`src/rtl/intr_gather_pkg.sv`:
```
package intr_gather_pkg;

    typedef struct packed {
        logic nmi;
        logic irq;
        logic wake;
    } decide_t;

    function automatic logic [15:0] sched_at(input logic [15:0] now, input logic [15:0] dly);
        return now + dly;
    endfunction

endpackage

```
`src/rtl/intr_src_mask.sv`:
```
module intr_src_mask #(
    parameter int NSRC = 4
) (
    input  logic            clk,
    input  logic            rst,
    input  logic [NSRC-1:0] set_i,
    input  logic [NSRC-1:0] clr_i,
    output logic            pend_o
);
    logic [NSRC-1:0] live_q;
    logic            pend_q;

    for (genvar g = 0; g < NSRC; g++) begin : g_bit
        always_ff @(posedge clk) begin
            if (rst)           live_q[g] <= 1'b0;
            else if (set_i[g]) live_q[g] <= 1'b1;
            else if (clr_i[g]) live_q[g] <= 1'b0;
        end
    end

    always_ff @(posedge clk) begin
        if (rst)                                pend_q <= 1'b0;
        else if (|set_i)                        pend_q <= 1'b1;
        else if ((live_q & ~clr_i) == '0)       pend_q <= 1'b0;
    end

    assign pend_o = pend_q;

    p_set_pend_r1: assert property (@(posedge clk) disable iff (rst)
        (|set_i) |=> pend_o);
    p_keep_pend_r2: assert property (@(posedge clk) disable iff (rst)
        (pend_o && ((live_q & ~clr_i) != '0)) |=> pend_o);
    p_set_wins_r3: assert property (@(posedge clk) disable iff (rst)
        (set_i[0] && clr_i[0]) |=> live_q[0]);
endmodule

```
`src/rtl/intr_nmi_sched.sv`:
```
module intr_nmi_sched
    import intr_gather_pkg::*;
#(
    parameter int CW        = 16,
    parameter int NMI_DELAY = 6
) (
    input  logic          clk,
    input  logic          rst,
    input  logic          trig_i,
    input  logic [CW-1:0] cyc_i,
    input  logic          taken_i,
    output logic          due_o
);
    localparam logic [CW-1:0] IDLE = '1;
    localparam logic [CW-1:0] DLY  = CW'(NMI_DELAY);

    logic [CW-1:0] tgt_q;

    always_ff @(posedge clk) begin
        if (rst)          tgt_q <= IDLE;
        else if (trig_i)  tgt_q <= cyc_i + DLY;
        else if (taken_i) tgt_q <= IDLE;
    end

    assign due_o = (tgt_q != IDLE) && (cyc_i >= tgt_q);

    p_idle_after_take_r5: assert property (@(posedge clk) disable iff (rst)
        (taken_i && !trig_i) |=> (tgt_q == IDLE));
    p_trig_sched_r4: assert property (@(posedge clk) disable iff (rst)
        trig_i |=> (tgt_q == $past(cyc_i) + DLY));
endmodule

```
`src/rtl/intr_decide.sv`:
```
module intr_decide
    import intr_gather_pkg::*;
(
    input  logic    bound_i,
    input  logic    pend_i,
    input  logic    nmi_due_i,
    input  logic    set_any_i,
    input  logic    waiting_i,
    input  logic    iflag_eff_i,
    output decide_t dec_o
);
    always_comb begin
        dec_o.nmi  = bound_i && nmi_due_i;
        dec_o.irq  = bound_i && !nmi_due_i && pend_i && !iflag_eff_i;
        dec_o.wake = waiting_i && (pend_i || set_any_i || nmi_due_i);
    end

    always_comb begin
        a_prio_r6: assert (!(dec_o.nmi && dec_o.irq));
        a_mask_r7: assert (!(dec_o.irq && iflag_eff_i));
        a_wake_r8: assert (!dec_o.wake || waiting_i);
    end
endmodule

```
`src/rtl/intr_gather.sv`:
```
module intr_gather
    import intr_gather_pkg::*;
#(
    parameter int NSRC      = 4,
    parameter int CW        = 16,
    parameter int NMI_DELAY = 6,
    parameter int WAKE_ADD  = 14
) (
    input  logic            clk,
    input  logic            rst,
    input  logic [NSRC-1:0] src_set_i,
    input  logic [NSRC-1:0] src_clr_i,
    input  logic            nmi_trig_i,
    input  logic [CW-1:0]   cyc_i,
    input  logic            iflag_i,
    input  logic            iflag_upd_i,
    input  logic            iflag_new_i,
    input  logic            waiting_i,
    input  logic            bound_i,
    output logic            irq_pend,
    output logic            take_nmi,
    output logic            take_irq,
    output logic            wake,
    output logic            pc_advance,
    output logic [CW-1:0]   cyc_add,
    output logic            iflag_eff
);
    localparam logic [CW-1:0] ADD = CW'(WAKE_ADD);

    logic    nmi_due;
    decide_t dec;

    assign iflag_eff = iflag_upd_i ? iflag_new_i : iflag_i;

    intr_src_mask #(.NSRC(NSRC)) u_mask (
        .clk(clk), .rst(rst), .set_i(src_set_i), .clr_i(src_clr_i), .pend_o(irq_pend)
    );

    intr_nmi_sched #(.CW(CW), .NMI_DELAY(NMI_DELAY)) u_nmi (
        .clk(clk), .rst(rst), .trig_i(nmi_trig_i), .cyc_i(cyc_i),
        .taken_i(dec.nmi), .due_o(nmi_due)
    );

    intr_decide u_dec (
        .bound_i(bound_i), .pend_i(irq_pend), .nmi_due_i(nmi_due),
        .set_any_i(|src_set_i), .waiting_i(waiting_i),
        .iflag_eff_i(iflag_eff), .dec_o(dec)
    );

    assign take_nmi   = dec.nmi;
    assign take_irq   = dec.irq;
    assign wake       = dec.wake;
    assign pc_advance = dec.wake;
    assign cyc_add    = dec.wake ? ADD : '0;

    p_add_only_on_wake_r9: assert property (@(posedge clk) disable iff (rst)
        (cyc_add != '0) |-> wake);
    p_reset_empty_r11: assert property (@(posedge clk)
        rst |=> !irq_pend);
endmodule

```
`config.mk`:
```
export PLATFORM = sky130hd
export DESIGN_NAME = intr_gather
export DESIGN_NICKNAME = d
export VERILOG_FILES = /design/src/rtl/intr_gather_pkg.sv /design/src/rtl/intr_src_mask.sv /design/src/rtl/intr_nmi_sched.sv /design/src/rtl/intr_decide.sv /design/src/rtl/intr_gather.sv
export SDC_FILE = /design/constraint.sdc
export NUM_CORES = 1
export LEC_CHECK = 0
export CAP_MARGIN = 20
export CORE_MARGIN = 2
export CORE_UTILIZATION = 47
export DETAILED_ROUTE_END_ITERATION = 16
export PLACE_DENSITY = 0.8
export SYNTH_ARGS = -nofsm -noshare
export SYNTH_HDL_FRONTEND = slang
export SYNTH_SLANG_ARGS = --single-unit
```
`constraint.sdc`:
```
create_clock -name clk -period 3.4 [get_ports clk]
set_input_delay 0.68 -clock clk [delete_from_list [all_inputs] [get_ports clk]]
set_output_delay 0.68 -clock clk [all_outputs]
set_load 0.01 [all_outputs]
```
==> results by group, run 1 <==
Timing
  – Fmax achieved: 304.4 MHz
  – Max Slew Vio Count: 0
  – Worst Skew: 0.001788 ns
  – Setup violations, final: 0
  – Final worst path period need: 3.285 ns
  – Max_slew headroom: 0.5183
  – Final Hold Vio Count: 0
  – Hold_ws: 0.5281 ns
  – Final WS setup: 0.1149 ns
  – RSZ-0062 raised after global routing: false
  – Crit share post-route: 0.9662
  – Worst slew pin tran: 0.7159 ns

Min path
  – Hold Path Stages: 2
  – Min-delay worst type: register to register

Placed design
  – Gp weighted congestion: 0.8329
  – Port buffer count: 40
  – Setup WS pre-CTS: -0.6020 ns
  – Post-DP HPWL: 3.517 mm

Flow run
  – # Max-Cap Violations: 0

Floorplan
  – Core area: 3661 µm²
  – Die ar.: 4319 µm²
  – Top Ports: 54
  – Initial Util: 0.4891
  – FP Rows: 22
  – Die Width: 65.72 µm
  – Die span in y: 65.72 µm

Drt
  – Via count of the routed design: 1776
  – Wire per inst: 14.22 µm
  – Vias per cell: 5.382
  – Residual DRC: 0
  – DR iter-0 viols: 54
  – Routed wire length: 4.692 mm
  – Post-route ant nets: 0
  – Router iterations before antenna repair: 4

Synth
  – Post-synthesis cell count: 220
  – Flops & latches, synth: 21
  – Ys async rst share: 0
  – Synth Cell Area: 1790 µm²
  – EDFF count, synth: 0
  – Register area share after synthesis: 0.2348
  – Post-synthesis cell type count: 47
  – Main synth FF type: dfxtp_1
  – Syn Area/Cell: 8.138 µm²
  – Warnings, synthesis: 0

Clocking
  – Clock slew at reported path FFs: 0.08 ns
  – Cts hold-fix bufs: 0
  – H-tree Lvls: 1
  – Clk buf depth: 2
  – Root Buffer: clkbuf_8
  – CTS tree: built
  – Total CTS buffers: 3
  – Clock sink count: 21
  – Clock Latency Late Sink: 0.26 ns

Cells and area
  – Fin util: 0.7095
  – Antenna diodes: 0
  – Commonest non-fill, non-tap cells in the layout: buf_4 (30), inv_1 (25), dfxtp_1 (21)
  – Layout cells sized above 1: 0.2624
  – Final net count: 332
  – Synthesis-to-layout area growth: 45.07%
  – Commonest non-fill, non-tap cell in the layout: buf_4

Pwr
  – Power density over the cells: 278.6 nW/µm²
  – Sequential share of power: 0.392
  – Pwr Total: 723.8 µW
  – IR Drop Worst-Case VDD: 0.2478 mV
  – Logic pwr share: 0.381
  – Clock Power Share: 0.227
  – Power Internal: 491.1 µW
  – NetSw: 232.7 µW
  – Leak: 1.289 nW
  – Switching part of the total: 0.3215

GRT
  – First-pass GRT wire length: 7.610 mm
  – Initial antenna violation count: 0
  – Largest net degree at the start of global routing: 20
  – GR Util All Layers: 0.2205
  – Gr ovfl total: 0
  – Vias in the first global route: 1697

Setup path
  – Req. time, crit path: 2.72 ns
  – Crit path capture type: output port
  – CP Class: primary input to output port
  – CP Max Fanout: 3
  – WP data arrival: 2.61 ns
  – R2R depth: 10
  – CP startpoint kind: primary input

Outcome
  – Status: completed
[worst max-delay path: stages]
cell and delay, ns:
clkdlybuf4s50_1 0.43, ha_1 0.31, and4_4 0.19, a32oi_1 0.25, a31oi_2 0.17, o21bai_2 0.20, nor3b_2 0.21, buf_2 0.16
[per-stage QoR]
| stage | instance area [µm²] | cells | TNS, ns |
|---|---|---|---|
| 6_report | 2597 | 330 | 0 |
| 5_1_grt | 2597 | 330 | 0 |
| 4_1_cts | 2396 | 330 | 0 |
| 3_5_place_dp | 2352 | 325 | -4.007 |
| 3_3_place_gp | 2352 | 325 | -3.487 |
| 2_1_floorplan | 1836 | 232 | 0 |
[cell type report]
cell class | instances | area (µm²)
multi-input cells | 162 | 1333
clock inverters | 1 | 5.005
well taps | 48 | 60.06
inverters | 25 | 93.84
repair buffers | 70 | 644.4
clock buffers | 3 | 41.29
flip-flops and latches | 21 | 420.4
fillers | 295 | 1064
[cell families (layout without fill, tap and decap cells)]
kind of cell | Yosys count | in the layout | synth area share
adder cells (fa/ha/maj) | 17 | 17 | 0.1188
buffers and inverters | 49 | 99 | 0.1426
AND/OR/NAND/NOR | 81 | 81 | 0.2453
multiplexers | 1 | 1 | 0.006289
other | 1 | 13 | 0.002094
flip-flops | 21 | 21 | 0.2348
XOR/XNOR | 11 | 11 | 0.05381
AO/OA/AOI/OAI | 39 | 39 | 0.1964
[cells in the mapped netlist, types with 2 or more instances]
| cell | count | area (µm²) |
|---|---|---|
| inv_1 | 25 | 93.84 |
| buf_4 | 17 | 127.6 |
| o22ai_1 | 2 | 12.51 |
| nand2_1 | 9 | 33.78 |
| dfxtp_1 | 21 | 420.4 |
| clkbuf_1 | 6 | 22.52 |
| o21ai_0 | 4 | 20.02 |
| nand3_1 | 3 | 15.01 |
| nor2b_1 | 13 | 81.33 |
| nor3_1 | 15 | 75.07 |
| nand4_1 | 5 | 31.28 |
| a21oi_1 | 3 | 15.01 |
| ha_1 | 17 | 212.7 |
| a221oi_1 | 3 | 26.28 |
| a31oi_1 | 3 | 18.77 |
| xnor2_1 | 4 | 35.03 |
| or3_1 | 2 | 12.51 |
| nor3b_1 | 2 | 15.01 |
| nor4_1 | 2 | 12.51 |
| nor2_1 | 20 | 75.07 |
| xor2_1 | 7 | 61.31 |
| a21o_1 | 2 | 15.01 |
| o211ai_1 | 2 | 15.01 |
| a221oi_2 | 8 | 120.1 |
| a211o_1 | 2 | 17.52 |
| nand2b_1 | 2 | 12.51 |
[per-layer routing]
| metal | wire (µm) | up-vias | global-route usage |
|---|---|---|---|
| li1 | - | 875 | - |
| met1 | 2037 | 857 | 0.2959 |
| met2 | 2439 | 37 | 0.3750 |
| met3 | 154 | 7 | 0.02055 |
| met4 | 61 | 0 | 0.05990 |
| met5 | 0 | - | 0 |
[registers in the layout, summed over array words and instances, names as in the netlist]
| name | flops |
|---|---|
| u_nmi.tgt_q | 16 |
| u_mask.pend_o | 1 |
| u_mask.live_q | 4 |
[power groups by stage]
stage	registers (mW)	clock network [mW]	logic (mW)
5_1_grt	0.286	0.178	0.304
3_3_place_gp	0.288	0	0.234
3_5_place_dp	0.288	0	0.239
2_1_floorplan	0.283	0	0.139
6_report	0.283	0.164	0.276
4_1_cts	0.283	0.167	0.243
[timing repair]
action                     CTS  global route
setup endpoints to repair    7             7
pin swaps                    6            17
buffers inserted             1             0
resized for setup           33            35
[path summary, 6_finish.rpt]
| path | start | to | slack (ns) |
|---|---|---|---|
| setup / recovery | cyc_i[8] | take_irq | 0.11 |
| hold / removal | u_mask.pend_o | u_mask.pend_o | 0.53 |
| setup reg to reg | u_nmi.tgt_q[13] | u_nmi.tgt_q[9] | 0.97 |
| hold reg to reg | u_mask.pend_o | u_mask.pend_o | 0.53 |
Note: power is estimated with default switching activity, not from simulation.
==> inputs of run 2 (changes only) <==
--- a/config.mk
+++ b/config.mk
@@ -8,8 +8,10 @@
 export CAP_MARGIN = 20
 export CORE_MARGIN = 2
 export CORE_UTILIZATION = 47
+export CTS_CLUSTER_SIZE = 30
 export DETAILED_ROUTE_END_ITERATION = 16
 export PLACE_DENSITY = 0.8
+export SLEW_MARGIN = 30
 export SYNTH_ARGS = -nofsm -noshare
 export SYNTH_HDL_FRONTEND = slang
 export SYNTH_SLANG_ARGS = --single-unit
==> results of run 2 <==
Same layout as run 1: the final DEF is identical, and so are final timing and power.
